**config.mk**
```make
export PLATFORM = sky130hd
export DESIGN_NAME = gpio_port
export DESIGN_NICKNAME = d
export VERILOG_FILES = /design/src/rtl/gpio_pkg.sv /design/src/rtl/gpio_sync.sv /design/src/rtl/gpio_regs.sv /design/src/rtl/gpio_pad_drv.sv /design/src/rtl/gpio_port.sv
export SDC_FILE = /design/constraint.sdc
export NUM_CORES = 1
export LEC_CHECK = 0
export CORE_UTILIZATION = 56
export CTS_CLUSTER_DIAMETER = 120
export CTS_CLUSTER_SIZE = 12
export DETAILED_ROUTE_END_ITERATION = 8
export PLACE_DENSITY = 0.85
export RECOVER_POWER = 50
export REMOVE_ABC_BUFFERS = 1
export SLEW_MARGIN = 0
export SYNTH_ARGS = -nofsm -noshare
export SYNTH_HDL_FRONTEND = slang
export SYNTH_SLANG_ARGS = --single-unit
```
**constraint.sdc**
```tcl
create_clock -name clk -period 2.8 [get_ports clk]
set_clock_uncertainty 0.2 [all_clocks]
set_input_delay 0.56 -clock clk [delete_from_list [all_inputs] [get_ports clk]]
set_output_delay 0.56 -clock clk [all_outputs]
set_load 0.05 [all_outputs]
```
**src/rtl/gpio_pkg.sv**
```systemverilog
package gpio_pkg;
  localparam logic [7:0] OFF_DIR  = 8'h00;
  localparam logic [7:0] OFF_ODS  = 8'h04;
  localparam logic [7:0] OFF_DATA = 8'h08;
  localparam logic [7:0] OFF_IBE  = 8'h18;

  typedef enum logic [2:0] {
    SEL_NONE,
    SEL_DIR,
    SEL_ODS,
    SEL_DATA,
    SEL_IBE
  } reg_sel_e;
endpackage

```
**src/rtl/gpio_sync.sv**
```systemverilog
module gpio_sync #(
  parameter int W      = 32,
  parameter int STAGES = 2
) (
  input  logic         clk,
  input  logic         rst_n,
  input  logic [W-1:0] d_i,
  output logic [W-1:0] q_o
);
  logic [W-1:0] chain [STAGES];

  genvar s;
  generate
    for (s = 0; s < STAGES; s++) begin : g_stage
      if (s == 0) begin : g_first
        always_ff @(posedge clk or negedge rst_n)
          if (!rst_n) chain[0] <= '0;
          else        chain[0] <= d_i;
      end else begin : g_next
        always_ff @(posedge clk or negedge rst_n)
          if (!rst_n) chain[s] <= '0;
          else        chain[s] <= chain[s-1];
      end
    end
  endgenerate

  assign q_o = chain[STAGES-1];

  // Latency check, valid once two edges have passed since reset.
  logic [1:0] age_q;
  always_ff @(posedge clk or negedge rst_n)
    if (!rst_n)          age_q <= '0;
    else if (age_q != 2'd3) age_q <= age_q + 2'd1;

  generate
    if (STAGES == 2) begin : g_chk
      assert_sync_lat_R6: assert property (@(posedge clk) disable iff (!rst_n)
        (age_q >= 2'd2) |-> (q_o == $past(d_i, 2)));
    end
  endgenerate
endmodule

```
**src/rtl/gpio_regs.sv**
```systemverilog
module gpio_regs
  import gpio_pkg::*;
#(
  parameter int N      = 32,
  parameter int ADDR_W = 8
) (
  input  logic              clk,
  input  logic              rst_n,
  input  logic              we_i,
  input  logic [ADDR_W-1:0] addr_i,
  input  logic [N-1:0]      wdata_i,
  output reg_sel_e          sel_o,
  output logic [N-1:0]      dir_o,
  output logic [N-1:0]      ods_o,
  output logic [N-1:0]      lat_o,
  output logic [N-1:0]      ibe_o
);
  always_comb begin
    sel_o = SEL_NONE;
    if      (addr_i == ADDR_W'(OFF_DIR))  sel_o = SEL_DIR;
    else if (addr_i == ADDR_W'(OFF_ODS))  sel_o = SEL_ODS;
    else if (addr_i == ADDR_W'(OFF_DATA)) sel_o = SEL_DATA;
    else if (addr_i == ADDR_W'(OFF_IBE))  sel_o = SEL_IBE;
  end

  always_ff @(posedge clk or negedge rst_n) begin
    if (!rst_n) begin
      dir_o <= '0;
      ods_o <= '0;
      lat_o <= '0;
      ibe_o <= '0;
    end else if (we_i) begin
      unique case (sel_o)
        SEL_DIR:  dir_o <= wdata_i;
        SEL_ODS:  ods_o <= wdata_i;
        SEL_DATA: lat_o <= wdata_i;
        SEL_IBE:  ibe_o <= wdata_i;
        default:  ;
      endcase
    end
  end

  assert_dir_wr_R2: assert property (@(posedge clk) disable iff (!rst_n)
    (we_i && addr_i == ADDR_W'(OFF_DIR)) |=> (dir_o == $past(wdata_i)));

  assert_hole_wr_R10: assert property (@(posedge clk) disable iff (!rst_n)
    (we_i && sel_o == SEL_NONE) |=>
      ($stable(dir_o) && $stable(ods_o) && $stable(lat_o) && $stable(ibe_o)));
endmodule

```
**src/rtl/gpio_pad_drv.sv**
```systemverilog
module gpio_pad_drv #(
  parameter int N = 32
) (
  input  logic [N-1:0] dir_l_i,
  input  logic [N-1:0] ods_l_i,
  input  logic [N-1:0] lat_l_i,
  output logic [N-1:0] pad_out_o,
  output logic [N-1:0] pad_oe_o
);
  genvar n;
  generate
    for (n = 0; n < N; n++) begin : g_pin
      always_comb begin
        if (ods_l_i[n]) begin
          pad_out_o[n] = 1'b0;
          pad_oe_o[n]  = dir_l_i[n] & ~lat_l_i[n];
        end else begin
          pad_out_o[n] = lat_l_i[n];
          pad_oe_o[n]  = dir_l_i[n];
        end
      end
    end
  endgenerate
endmodule

```
**src/rtl/gpio_port.sv**
```systemverilog
module gpio_port
  import gpio_pkg::*;
#(
  parameter int N      = 32,
  parameter int ADDR_W = 8,
  parameter int STAGES = 2
) (
  input  logic              clk,
  input  logic              rst_n,
  input  logic [ADDR_W-1:0] bus_addr,
  input  logic              bus_we,
  input  logic [N-1:0]      bus_wdata,
  output logic [N-1:0]      bus_rdata,
  input  logic [N-1:0]      pad_in,
  output logic [N-1:0]      pad_out,
  output logic [N-1:0]      pad_oe
);
  localparam int MSB = N - 1;

  reg_sel_e     sel;
  logic [N-1:0] dir_r, ods_r, lat_r, ibe_r;
  logic [N-1:0] dir_l, ods_l, lat_l;
  logic [N-1:0] pin_sync_l, pin_sync_r;
  logic [N-1:0] data_view, rd_mux;

  gpio_regs #(.N(N), .ADDR_W(ADDR_W)) u_regs (
    .clk(clk), .rst_n(rst_n), .we_i(bus_we), .addr_i(bus_addr),
    .wdata_i(bus_wdata), .sel_o(sel),
    .dir_o(dir_r), .ods_o(ods_r), .lat_o(lat_r), .ibe_o(ibe_r)
  );

  gpio_sync #(.W(N), .STAGES(STAGES)) u_sync (
    .clk(clk), .rst_n(rst_n), .d_i(pad_in), .q_o(pin_sync_l)
  );

  // Pin n <-> register bit MSB-n.
  genvar n;
  generate
    for (n = 0; n < N; n++) begin : g_map
      assign dir_l[n]           = dir_r[MSB-n];
      assign ods_l[n]           = ods_r[MSB-n];
      assign lat_l[n]           = lat_r[MSB-n];
      assign pin_sync_r[MSB-n]  = pin_sync_l[n];
    end
  endgenerate

  gpio_pad_drv #(.N(N)) u_pad (
    .dir_l_i(dir_l), .ods_l_i(ods_l), .lat_l_i(lat_l),
    .pad_out_o(pad_out), .pad_oe_o(pad_oe)
  );

  assign data_view = (pin_sync_r & ibe_r & ~dir_r) | (lat_r & dir_r);

  always_comb begin
    unique case (sel)
      SEL_DIR:  rd_mux = dir_r;
      SEL_ODS:  rd_mux = ods_r;
      SEL_DATA: rd_mux = data_view;
      SEL_IBE:  rd_mux = ibe_r;
      default:  rd_mux = '0;
    endcase
  end

  always_ff @(posedge clk or negedge rst_n)
    if (!rst_n) bus_rdata <= '0;
    else        bus_rdata <= rd_mux;

  assert_oe_needs_dir_R3: assert property (@(posedge clk) disable iff (!rst_n)
    ((pad_oe & ~dir_l) == '0));

  assert_od_release_R4: assert property (@(posedge clk) disable iff (!rst_n)
    ((pad_oe & ods_l & lat_l) == '0 && (pad_out & ods_l) == '0));

  assert_rd_ibe_off_R7: assert property (@(posedge clk) disable iff (!rst_n)
    (sel == SEL_DATA) |=>
      ((bus_rdata & ~$past(dir_r) & ~$past(ibe_r)) == '0));

  assert_rd_out_R5: assert property (@(posedge clk) disable iff (!rst_n)
    (sel == SEL_DATA) |=>
      ((bus_rdata & $past(dir_r)) == ($past(lat_r) & $past(dir_r))));
endmodule

```
# After elaboration in Yosys (flattened, before gate mapping)
# Cells that the tools add are included.
# op_classes
n_addsub	0
n_mul	0
n_div	0
n_lt_le_gt_ge	0
eq_ne	7
shifts	0
n_mux	69
n_bitwise	69
reduce_logical	5
# op_table
op	count
one-hot mux 32 bit (4 select lines)	1
AND 32 bit	3
2-to-1 mux 1 bit	64
AND 1 bit	32
inverter 1 bit	32
inverter 32 bit	1
OR 32 bit	1
2-to-1 mux 3 bit	4
equality test 8 x 3 -> 1 bit (second input constant)	1
equality test 8 x 4 -> 1 bit (second input constant)	1
equality test 8 x 5 -> 1 bit (second input constant)	1
logical NOT 8 bit	1
AND reduction 2 bit	4
equality test 3 x 2 -> 1 bit (second input constant)	2
equality test 3 x 1 -> 1 bit (second input constant)	1
equality test 3 bit (second input constant)	1
# totals
regBits	224
latchBits	0
ramBits	0
romBits	0
input_bits	75
out_inout_bits	96
word_cells	157
mem_count	0

# Longest topological paths before layout
# depth
word_depth	7
ltp_mapped	5
mapped_depth_nobuf	4

# Modules after synthesis
# From an unflattened synthesis, not the netlist that was laid out.
# unflattened
hier_cells	689
hier_area_um2	9451.6
# by_module_without_submodules
module	instances	cells_per_inst	area_per_inst_um2	seq_area_each_um2
gpio_regs	1	281	4868.4	3203.1
gpio_port	1	248	2220.9	800.8
gpio_sync	1	96	1841.8	1601.5
gpio_pad_drv	1	64	520.5	0.0

# Worst setup path before layout
# No wires, ideal clock.
# synth_timing
kind	flip-flop to output port
from	reg u_regs.dir_o[31]
to	out pad_oe[0]
t_arrival_ps	1528
required_time_ps	2040
path_slack_ps	512
path_stages_with_launch	2
path_buffers	0
cell_sequence	dfrtp_1 > a21boi_0
# synth_between
elab_chain_cells	2
# synth_rtl
element	line_no	rtl
from (decl)	gpio_regs.sv:13	output logic [N-1:0] dir_o,
from (signal assigned)	gpio_regs.sv:34	SEL_DIR: dir_o <= wdata_i;
AND 1 bit	gpio_pad_drv.sv:16	pad_oe_o[n] = dir_l_i[n] & ~lat_l_i[n];
2-to-1 mux 1 bit *	gpio_pad_drv.sv:14	if (ods_l_i[n]) begin
to (decl)	gpio_port.sv:16	output logic [N-1:0] pad_oe
# Mark *: on every way between the ends. The rest lies on a longest branch, timed or not.

# Worst setup path after layout
# layout_timing
from	reg u_regs.lat_o[26]
to	out pad_out[5]
# layout_between
elab_chain_cells	1
# layout_rtl
element	line_no	rtl
from (decl)	gpio_regs.sv:15	output logic [N-1:0] lat_o,
from (signal assigned)	gpio_regs.sv:36	SEL_DATA: lat_o <= wdata_i;
2-to-1 mux 1 bit	gpio_pad_drv.sv:14	
to (decl)	gpio_port.sv:15	output logic [N-1:0] pad_out,
# No other way between the ends.

==> impl_metrics.ini <==
[setup_path]
critPathMaxFanout = 4
crit_buf_inv = 1
r2r_cells = 4
cp_top_family = buffers and inverters
cpPeakStageDelay_ns = 0.84
cp.required_ns = 2.04
path_cells = nor2b_1, clkdlybuf4s50_1
path_depth = 2
cpMaxStageDelayCell = clkdlybuf4s50_1
startpoint_type = flip-flop
cp.arrival_ns = 1.95
endpoint_kind = output port
crit_type = flip-flop to output port

[timing]
setup_tns_ns = 0
fin_crit_ns = 2.71
worst_pin_slew_ns = 1.01
relSlewSlack_pct = 32.8
post-route-period-util_pct = 96.9
setup_ws_ns = 0.0872
max_freq_ghz = 0.369
finalMaxSlewViolations = 0
rsz0062_at_grt = false
setup_violations = 0
hold_viol_final = 0

[detailed_routing]
drt_iter0_markers = 320
dr.pass1.iters = 5
vias_per_cell = 5.74
route.antenna.remaining_nets = 0
drt-wirelength-per-cell_um = 19.8
route.detailed.drc = 0
vias = 5794
drt_wl_total_um = 20000

[synth]
synth-simple-area-share_pct = 8.41
muxShareOfSynthArea_pct = 16.3
synth_compound_area_share_pct = 9.99
ys_seq_area_share_pct = 63.6
synth_fa_ha_area_share_pct = 0
avgSynthCellArea_sq_um = 14.2
synth_warnings = 0
syn-instance-count = 620
synth-xor-area-share_pct = 0
ys_seq_elements = 224
synth_area_sq_mm = 0.00882
synth_top_family_by_area = multiplexers
synth_cell_types = 23

[die]
start_util_pct = 57.8
dieHeight_um = 127
ios = 171
rows = 45
dieWidth_um = 127
core_sq_mm = 0.0153
dieArea_sq_mm = 0.0163

[power_and_ir_drop]
peakVddDrop_mv = 0.557
power_switching_uw = 1550
pwr_density_cell_mw_per_mm2 = 587
switching_share_pct = 23.1
p_clk_share_pct = 39.2
p_leak_uw = 0.00544
seqPwrFrac_pct = 51.6
internal-power_uw = 5170
pwr-share-comb_pct = 9.2

[clocking]
clock_path_buffers = 3
cts_tree = yes
post-cts-setup-buffers = 0
insertion_delay_ns = 0.49
root_buffer = clkbuf_16
clock-sinks = 224
clk_pin_slew_ns = 0.06
h-tree-depth = 1
numCtsBuffers = 22

[run_status]
status = completed

[final_layout]
nets = 872
nFillCells = 973
final_cell_mix = dfrtp_1 (224), mux2_2 (127), clkdlybuf4s50_1 (116), nor2b_1 (64), dlygate4sd3_1 (33)
syn_to_final_growth_pct = 29.8
layout_commonest_cell = dfrtp_1
multi_input_area_sq_mm = 0.00308
seq_area_sq_mm = 0.00561
final_layout_size_suffix_gt1_share_pct = 21.7

[grt]
track_usage_pct = 25.5
grt_pass1_wl_um = 32200
grt_pass1_vias = 6216
grt_max_degree = 78
grt_overflow = 0
antenna_found_initial = 2

[flow_run]
cap_violations = 0

[placed_design]
io_buffers = 170
pre_cts_ws_ns = 0.103
place_congestion = 0.795
hpwl_um = 12200

[worst_hold_path]
whs_path_depth = 0
hp-class = flip-flop to flip-flop
[final timing paths]
kind	from	to	slack (ns)
min	u_sync.chain[53]	u_sync.q_o[21]	0.14
max reg2reg	u_sync.q_o[23]	bus_rdata[8]	1.33
min in group asynchronous	rst_n	bus_rdata[28]	0.62
max	u_regs.lat_o[26]	pad_out[5]	0.09
max in group asynchronous	rst_n	u_regs.ods_o[15]	0.42
min reg2reg	u_sync.chain[53]	u_sync.q_o[21]	0.14
[power groups by stage]
stage	sequential, uW	clock [uW]	combinational, uW
after floorplan	3490	0	311
after global placement	3510	0	625
after detailed placement	3520	0	645
after CTS	3470	2700	647
after global routing	3480	2830	664
final	3470	2630	620
[cell usage after synthesis]
master / instances / area (sq um)
mux2_2: 127 / 1430
a21oi_1: 32 / 160
nand3_1: 1 / 5.00
dfrtp_1: 224 / 5610
nor4_4: 1 / 21.3
nand4_1: 2 / 12.5
o21ai_0: 27 / 135
nor4b_2: 1 / 15.0
buf_4: 3 / 22.5
buf_2: 15 / 75.1
mux2_1: 1 / 11.3
nand3b_1: 32 / 240
nor3_1: 2 / 10.0
a221o_1: 32 / 320
nor2_1: 2 / 7.51
and3_1: 1 / 6.26
nor2b_1: 64 / 400
clkbuf_2: 1 / 5.00
o21ai_1: 5 / 25.0
a21boi_0: 32 / 240
clkbuf_1: 12 / 45.0
nand2_1: 1 / 3.75
and4b_1: 2 / 20.0
[timing repair]
action | CTS | global route
hold buffers | 1 | 0
setup endpoints to repair | 6 | 14
hold endpoints to repair | 74 | 0
pin swaps | 0 | 0
resized for setup | 6 | 14
[kinds of logic (layout without fill, tap and decap cells)]
logic type,count (synthesis),in the layout
AOI/OAI and AO/OA,128,128
buffers and inverters,31,208
DFF,224,224
muxes,128,128
other,0,1
and+or+nand+nor,109,109
[routing by layer]
| metal | GRT usage [%] | vias up | routed length (um) |
|---|---|---|---|
| met2 | 43.4 | 235 | 9960 |
| met5 | 0 | - | 13 |
| met3 | 4.06 | 40 | 1150 |
| li1 | - | 2573 | - |
| met1 | 34.3 | 2944 | 8470 |
| met4 | 6.86 | 2 | 434 |
[cell type report]
class	instances	area share, %
clock buffers	23	5.03
flip-flops and latches	224	49.0
diodes	1	0.0219
clock inverters	1	0.262
repair buffers	184	16.5
well taps	211	2.31
multi-input cells	365	26.9
[registers in the layout (all words and copies together) (netlist names)]
register / cells
u_regs.ods_o: 32
u_regs.lat_o: 32
u_regs.ibe_o: 32
bus_rdata: 32
u_regs.dir_o: 32
u_sync.chain: 32
u_sync.q_o: 32
[per-stage QoR]
stage	hold slack [ns]	total power [uW]	util [%]	std cells	instance area (sq um)
finish	0.145	6720	75.0	1009	11400
detailed placement	0.135	4170	71.1	983	10800
CTS	0.146	6810	75.1	1008	11500
global route	0.154	6980	75.0	1009	11400
floorplan	0.0644	3800	-	589	8670
global placement	0.132	4130	71.1	983	10800
(Power assumes the default switching activity.)
